## src/rtl/jtb_pkg.sv

```systemverilog
package jtb_pkg;
  // Flit payload width of the tester stream.
  parameter int JTB_FLIT_W = 32;

  // One stored entry: marker bit plus payload.
  typedef struct packed {
    logic                  fill;
    logic [JTB_FLIT_W-1:0] data;
  } jtb_flit_t;
endpackage

```

## src/rtl/jtb_store.sv

```systemverilog
module jtb_store
  import jtb_pkg::*;
#(
  parameter int DEPTH = 16,
  localparam int AW  = (DEPTH > 1) ? $clog2(DEPTH) : 1,
  localparam int CW  = $clog2(DEPTH + 1)
) (
  input  logic          clk,
  input  logic          rst_n,
  input  logic          push,
  input  logic          pop,
  input  jtb_flit_t     wdata,
  output jtb_flit_t     rdata,
  output logic [CW-1:0] count,
  output logic          full,
  output logic          empty
);
  localparam bit POW2 = ((1 << AW) == DEPTH);

  jtb_flit_t     mem [DEPTH];
  logic [AW-1:0] wptr_q, rptr_q, wptr_d, rptr_d, wptr_inc, rptr_inc;
  logic [CW-1:0] count_q, count_d;

  // Pointer wrap: free-running for a power-of-two depth, compare otherwise.
  generate
    if (POW2) begin : g_wrap_pow2
      assign wptr_inc = wptr_q + 1'b1;
      assign rptr_inc = rptr_q + 1'b1;
    end else begin : g_wrap_cmp
      assign wptr_inc = (wptr_q == AW'(DEPTH - 1)) ? '0 : wptr_q + 1'b1;
      assign rptr_inc = (rptr_q == AW'(DEPTH - 1)) ? '0 : rptr_q + 1'b1;
    end
  endgenerate

  always_comb begin
    wptr_d  = push ? wptr_inc : wptr_q;
    rptr_d  = pop  ? rptr_inc : rptr_q;
    count_d = count_q;
    if (push && !pop) count_d = count_q + 1'b1;
    else if (pop && !push) count_d = count_q - 1'b1;
  end

  always_ff @(posedge clk or negedge rst_n) begin
    if (!rst_n) begin
      wptr_q  <= '0;
      rptr_q  <= '0;
      count_q <= '0;
    end else begin
      wptr_q  <= wptr_d;
      rptr_q  <= rptr_d;
      count_q <= count_d;
    end
  end

  // Storage array: write-enabled, no reset needed.
  always_ff @(posedge clk) begin
    if (push) mem[wptr_q] <= wdata;
  end

  assign rdata = mem[rptr_q];
  assign count = count_q;
  assign full  = (count_q == CW'(DEPTH));
  assign empty = (count_q == '0);
endmodule

```

## src/rtl/jtb_admit.sv

```systemverilog
module jtb_admit #(
  parameter int DEPTH      = 16,
  parameter int DROP_LEVEL = 2,
  localparam int CW        = $clog2(DEPTH + 1)
) (
  input  logic          wr_valid,
  input  logic          wr_fill,
  input  logic [CW-1:0] count,
  input  logic          full,
  input  logic          pop,
  output logic          push,
  output logic          drop,
  output logic          overflow
);
  logic keep;

  // Filler is shed only when a backlog exists; that is how the reserve refills.
  always_comb begin
    drop     = wr_valid && wr_fill && (count >= CW'(DROP_LEVEL));
    keep     = wr_valid && !drop;
    push     = keep && (!full || pop);
    overflow = keep && full && !pop;
  end
endmodule

```

## src/rtl/jtb_errmon.sv

```systemverilog
module jtb_errmon (
  input  logic clk,
  input  logic rst_n,
  input  logic push,
  input  logic overflow,
  input  logic rd_ready,
  input  logic stalled,
  input  logic empty,
  output logic started,
  output logic err
);
  logic started_q, started_d, err_q, err_d, underflow;

  always_comb begin
    underflow = started_q && rd_ready && !stalled && empty;
    started_d = started_q || push;
    err_d     = err_q || overflow || underflow;
  end

  always_ff @(posedge clk or negedge rst_n) begin
    if (!rst_n) begin
      started_q <= 1'b0;
      err_q     <= 1'b0;
    end else begin
      started_q <= started_d;
      err_q     <= err_d;
    end
  end

  assign started = started_q;
  assign err     = err_q;
endmodule

```

## src/rtl/jitter_buf.sv

```systemverilog
module jitter_buf
  import jtb_pkg::*;
#(
  parameter int DEPTH      = 16,
  parameter int DROP_LEVEL = 2,
  localparam int CW        = $clog2(DEPTH + 1)
) (
  input  logic                  clk,
  input  logic                  rst_n,
  input  logic                  wr_valid_i,
  input  logic                  wr_fill_i,
  input  logic [JTB_FLIT_W-1:0] wr_data_i,
  input  logic                  retx_pending_i,
  input  logic                  rd_ready_i,
  output logic                  rd_valid_o,
  output logic                  rd_fill_o,
  output logic [JTB_FLIT_W-1:0] rd_data_o,
  output logic                  err_o
);
  jtb_flit_t     wflit, hflit;
  logic [CW-1:0] fill_count;
  logic          is_full, is_empty, push, pop, drop, overflow, stream_started;

  assign wflit      = '{fill: wr_fill_i, data: wr_data_i};
  assign rd_valid_o = !is_empty && !retx_pending_i;
  assign pop        = rd_valid_o && rd_ready_i;
  assign rd_fill_o  = hflit.fill;
  assign rd_data_o  = hflit.data;

  jtb_admit #(.DEPTH(DEPTH), .DROP_LEVEL(DROP_LEVEL)) u_admit (
    .wr_valid (wr_valid_i),
    .wr_fill  (wr_fill_i),
    .count    (fill_count),
    .full     (is_full),
    .pop      (pop),
    .push     (push),
    .drop     (drop),
    .overflow (overflow)
  );

  jtb_store #(.DEPTH(DEPTH)) u_store (
    .clk   (clk),
    .rst_n (rst_n),
    .push  (push),
    .pop   (pop),
    .wdata (wflit),
    .rdata (hflit),
    .count (fill_count),
    .full  (is_full),
    .empty (is_empty)
  );

  jtb_errmon u_err (
    .clk      (clk),
    .rst_n    (rst_n),
    .push     (push),
    .overflow (overflow),
    .rd_ready (rd_ready_i),
    .stalled  (retx_pending_i),
    .empty    (is_empty),
    .started  (stream_started),
    .err      (err_o)
  );
endmodule

```

## config.mk

```make
export PLATFORM = sky130hd
export DESIGN_NAME = jitter_buf
export DESIGN_NICKNAME = d
export VERILOG_FILES = /design/src/rtl/jtb_pkg.sv /design/src/rtl/jtb_store.sv /design/src/rtl/jtb_admit.sv /design/src/rtl/jtb_errmon.sv /design/src/rtl/jitter_buf.sv
export SDC_FILE = /design/constraint.sdc
export NUM_CORES = 1
export LEC_CHECK = 0
export BUFFER_PORTS_ARGS = -buffer_cell sky130_fd_sc_hd__buf_2
export CORE_ASPECT_RATIO = 0.6
export CORE_MARGIN = 2
export CORE_UTILIZATION = 35
export CTS_CLUSTER_DIAMETER = 60
export DETAILED_ROUTE_END_ITERATION = 7
export SYNTH_ARGS = -nofsm -noshare
export SYNTH_HDL_FRONTEND = slang
export SYNTH_SLANG_ARGS = --single-unit
```

## constraint.sdc

```tcl
create_clock -name clk -period 3.5 [get_ports clk]
set_input_delay 0.35 -clock clk [delete_from_list [all_inputs] [get_ports clk]]
set_output_delay 0.35 -clock clk [all_outputs]
set_load 0.01 [all_outputs]
```

After elaboration in Yosys (flattened, before gate mapping)
Memory sizes are Yosys's and may differ from the RTL's.
Cells that the tools add are included.
Word-level totals
  bits in writable memories: 528
  flip-flop bits (word level): 15
  memory bits (read-only): 0
  memories: 1
  output and inout port bits: 35
  bits of input ports: 38
  bits in latches: 0
  word-level logic and storage cells: 41
Operators by class
  bitwise gates (word level): 0
  $add $sub $neg: 4
  shift-type cells: 0
  divide/modulo/power cells: 0
  equal/unequal tests: 1
  multipliers: 0
  magnitude comparators: 1
  reductions and logical operators: 25
  multiplexer cells: 4
Memory list
  u_store.mem: depth 16, width 33, rd ports 1, clocked after Yosys merged registers in 0, wr ports 1, RTL line jtb_store.sv:20  | jtb_flit_t mem [DEPTH];
Operators with widths (number)
  $logic_and A1 B1 Y1: 13
  $mux W5: 2
  $add A4 B1 Y4 const B: 2
  $logic_not A1 Y1: 6
  $add A5 B1 Y5 const B: 1
  $eq A5 B5 Y1 const B: 1
  $ge A5 B2 Y1 const B: 1
  $logic_not A5 Y1: 1
  $sub A5 B1 Y5 const B: 1
  $logic_or A1 B1 Y1: 4
  $mux W1: 2
  $reduce_bool A2 Y1: 1

Depth between registers and ports, before layout
  depth in word-level cells: 10
  depth in mapped cells: 11
  depth with buffers taken out: 10

By module
From an unflattened synthesis, not the netlist that was laid out.
Second synthesis, totals
  cell total of the unflattened synthesis: 914
  area, all modules: 20681.1 sq um
By module, submodules not included
  jtb_store: area each 20546.0 sq um, cells each 901, instances 1
  jtb_errmon: area each 72.6 sq um, cells each 6, instances 1
  jtb_admit: area each 46.3 sq um, cells each 5, instances 1
  jitter_buf: area each 16.3 sq um, cells each 2, instances 1

Worst setup path after synthesis
Ideal clock, no wire load.
  path kind: register to register
  from: register u_store.count_q[1], in the netlist u_store.count[1]
  to: register u_store.count_q[4], in the netlist u_store.count[4]
  stages on the path, launching flop included: 12
  arrival: 2720 ps
  setup time: 147 ps
  path buffers: 1
  setup slack: 633 ps
  data required time: 3353 ps
  cells stage by stage: dfrtp_1 or4_4 a211oi_2 nor2b_1 buf_2 ha_1 inv_1 ha_1 nor2b_1 o21a_1 o2111ai_1 o311ai_0
On the way
  longest elaborated chain between the ends: 9
RTL lines
  start: declaration: RTL line jtb_store.sv:22  | logic [CW-1:0] count_q, count_d;
  start signal: assignment: RTL line jtb_store.sv:51  | count_q <= count_d;
  parallel branches: the longest is 5 deep, another holds $ge A5 B2 Y1
  $logic_and A1 B1 Y1 (*): RTL line jtb_admit.sv:21  | push = keep && (!full || pop);
  via push: RTL line jitter_buf.sv:22  | logic is_full, is_empty, push, pop, drop, overflow, stream_started;
  $logic_not A1 Y1: RTL line jtb_store.sv:40  | else if (pop && !push) count_d = count_q - 1'b1;
  $logic_and A1 B1 Y1: RTL line jtb_store.sv:40
  $reduce_bool A2 Y1 (no line)
Mark *: on every way through the listed nets, which the timed path passes. The select of a mux whose other input is x is not followed.
A chain may end at the register's enable or synchronous reset.

Final worst setup path
  from: register u_store.rptr_q[0]
  to: output port rd_data_o[27]
On the way
  longest elaborated chain between the ends: 1
RTL lines
  start: declaration: RTL line jtb_store.sv:21  | logic [AW-1:0] wptr_q, rptr_q, wptr_d, rptr_d, wptr_inc, rptr_inc;
  start signal: assignment: RTL line jtb_store.sv:50  | rptr_q <= rptr_d;
  $mem_v2 Z16 W33
  end: declaration: RTL line jitter_buf.sv:17  | output logic [JTB_FLIT_W-1:0] rd_data_o,
Every way passes these cells.

==> impl_metrics.env <==
export IMPL_grt_total_usage_pct=15.1
export IMPL_ant_nets=0
export IMPL_synth_avg_cell_area_um2=22.7
export IMPL_r2r_start="u_store.count[1]"
export IMPL_routed_via_density=5.26
export IMPL_dp_slack_ns=0.519
export IMPL_die_area_um2=61100
export IMPL_async_flop_share_pct=2.76
export IMPL_num_rows=68
export IMPL_min_path_type="in -> reg"
export IMPL_synth_adder_area_share_pct=0.702
export IMPL_synth_top_family_by_area="multiplexers"
export IMPL_finClkSkew_ns=0.0172
export IMPL_fin_area_um2=23700
export IMPL_power_density_nw_per_um2=782
export IMPL_ir_drop_uv=410
export IMPL_yosysTopAreaCell="edfxtp_1"
export IMPL_hp_start="wr_data_i[18]"
export IMPL_post_cts_buffers=0
export IMPL_startpoint="u_store.rptr_q[0]"
export IMPL_final_hold_viol_count=0
export IMPL_fin_ws_ns=0.438
export IMPL_fin_crit_sh_pct=87.5
export IMPL_synth_area_mux_share_pct=14.5
export IMPL_clock_fmax_mhz=327
export IMPL_synth_edf_count=528
export IMPL_yosys_cell_types_count=38
export IMPL_drv_slew=0
export IMPL_p_int_mw=13.0
export IMPL_path_class="reg -> out"
export IMPL_period_minus_slack_ns=3.06
export IMPL_final_setup_tns_ns=0
export IMPL_drt_initial_drc_count=1100
export IMPL_dr_pass1_iters=5
export IMPL_whs_ns=0.151
export IMPL_cp_depth=5
export IMPL_cts_tree="done"
export IMPL_synth_compound_area_share_pct=2.82
export IMPL_grt_overflow=0
export IMPL_cp_end_kind="output pin"
export IMPL_postRouteWirelength_mm=46.2
export IMPL_critPathMaxStageDelay_ns=0.61
export IMPL_synthCells=913
export IMPL_ys_ff_latch=543
export IMPL_numClockSinks=543
export IMPL_yosysSeqAreaShare_pct=78.5
export IMPL_syn_cell_area_um2=20700
export IMPL_hold_depth=1
export IMPL_pwr_share_clk_pct=28.6
export IMPL_numPortBuffers=72
export IMPL_drc=0
export IMPL_cts_made_buffers=47
export IMPL_io_pins=73
export IMPL_worst_pin_slew_ns=0.870
export IMPL_outcome="finished clean"
export IMPL_area_growth_syn_to_layout_pct=14.7
export IMPL_clock_path_buffers=3
export IMPL_first_global_vias=9778
export IMPL_syn_nets=962
export IMPL_path_max_fanout=50
export IMPL_max_slew_margin_rel_pct=42.0
export IMPL_synth_xor_area_share_pct=0.381
export IMPL_crit_path_start_kind="register"
export IMPL_die_w_um=318
export IMPL_gp_congestion=0.715
export IMPL_fp_coreArea_um2=57900
export IMPL_die_h_um=192
export IMPL_drive_gt1_share_pct=31.1
export IMPL_drv_cap=0
export IMPL_crit_required_ns=3.15
export IMPL_grt_antenna_before_repair=2
export IMPL_root_buffer="clkbuf_16"
export IMPL_synth_warnings=0
export IMPL_worstRegToRegCells=9
export IMPL_power_mw=18.5
export IMPL_worstSkewPairLatency_ns=0.57
export IMPL_pwr_share_comb_pct=28.5
export IMPL_clkSlewWorstSetupHoldPaths_ns=0.07
export IMPL_drt_wirelength_per_cell_um=25.2
export IMPL_finalSetupViolations=0
export IMPL_dp_hpwl_mm=24.7
export IMPL_cp_slowest_cell="dfrtp_4"
export IMPL_grt_max_degree=51
export IMPL_switchingPower_mw=5.55
export IMPL_cpLargestDelayFamily="flip-flops"
export IMPL_cp_buffers_inverters=2
export IMPL_start_util_pct=35.7
export IMPL_synth_flop_cell="edfxtp_1"
export IMPL_leakage_nw=7.63
export IMPL_r2r_slack_ns=0.51
export IMPL_rsz0062_at_grt="false"
export IMPL_vias=9625
export IMPL_arrival_ns=2.71
export IMPL_synth_area_leaders="edfxtp_1 (77%), mux4_2 (14%), a22oi_1 (2.4%), dfrtp_1 (1.8%), nand2_1 (0.67%)"
export IMPL_placed_area_um2=22200
export IMPL_grt_pass1_wl_mm=67.6
export IMPL_synth_simple_gate_area_share_pct=1.92
export IMPL_pwr_share_seq_pct=42.9
export IMPL_htree_levels=2
export IMPL_synth_top_cell_area_share_pct=76.7
export IMPL_fin_nets=1069
export IMPL_path_cells="buf_12 -> mux4_2 -> a22oi_1 -> nand2_1 -> buf_2"
export IMPL_power_switching_share_pct=29.9
## synth_stat cells (2+ instances only)
| library cell | instances |
|---|---|
| ha_1 | 10 |
| and3_1 | 16 |
| nand3_1 | 4 |
| nand2_1 | 37 |
| dfrtp_1 | 15 |
| nor2b_1 | 7 |
| inv_1 | 9 |
| buf_2 | 17 |
| o21ai_0 | 2 |
| edfxtp_1 | 528 |
| clkbuf_1 | 24 |
| o2111ai_1 | 3 |
| a22oi_1 | 66 |
| xnor2_1 | 4 |
| nor2_1 | 8 |
| buf_1 | 5 |
| xor2_1 | 5 |
| and2_1 | 2 |
| mux4_2 | 132 |
## sequential cells by signal, indices dropped and copies added, names as in the netlist
register,flops
u_store.mem,528
u_store.count,5
u_store.rptr_q,4
u_store.wptr_q,4
u_err.err,1
u_err.started,1
## path summary, 6_finish.rpt
path                                 endpoint
max reg2reg                  u_store.count[4]
min in group asynchronous   u_store.wptr_q[1]
max in group asynchronous   u_store.rptr_q[1]
max                             rd_data_o[27]
min reg2reg                     u_err.started
min                        u_store.mem[7][18]
## timing repair
item	CTS	global route
hold buffers	1	0
hold endpoints to repair	15	0
resized for setup	0	0
endpoints found under the setup margin	0	0
## power by group through the flow
stage	clock, mW	sequential, mW	combinational, mW
global route	5.67	8.00	5.73
detailed placement	0	8.10	5.41
CTS	5.40	7.96	5.43
floorplan	0	7.90	3.62
finish	5.31	7.95	5.29
global placement	0	8.08	5.37
## cell families (layout without fill, tap and decap cells)
family | Yosys count | count (layout)
buffers and inverters | 56 | 201
AOI/OAI and AO/OA | 78 | 78
xor gates and xnor gates | 9 | 9
muxes | 135 | 135
DFF | 543 | 543
and+or+nand+nor | 81 | 81
other | 0 | 1
adders and majority gates | 11 | 11
## metal layers
layer / part of all wire, % / track usage (%)
met5: 0.022 / 0
met4: 1.0 / 2.40
met3: 6.7 / 2.81
met2: 46 / 23.6
met1: 46 / 22.5
## layout make-up
type	count	area [µm²]
Tap cell	770	963
Multi-Input combinational cell	314	4260
Clock buffer	57	1230
Clock inverter	30	314
Fill cell	5030	34200
Inverter	9	33.8
Sequential cell	543	16200
Timing Repair Buffer	105	673
Antenna cell	1	2.50
## through the flow
stage                     util, %  instances
after global placement       38.2       1740
after global routing         40.9       1828
after detailed placement     38.2       1740
final                        40.9       1829
after CTS                    40.9       1828
after floorplan                 -        913
## cells in the final DEF (no fill, tap or decap), types with 6 or more instances in the layout
| cell type | n |
|---|---|
| ha_1 | 10 |
| a22oi_1 | 66 |
| clkinv_1 | 11 |
| nor2_1 | 7 |
| clkbuf_16 | 48 |
| edfxtp_1 | 528 |
| buf_4 | 27 |
| clkinv_2 | 7 |
| buf_2 | 72 |
| dfrtp_1 | 13 |
| and3_2 | 16 |
| bufinv_16 | 6 |
| mux4_2 | 132 |
| nand2_1 | 37 |
| inv_1 | 9 |
| clkbuf_1 | 9 |
Note: power is estimated with default switching activity, not from simulation.
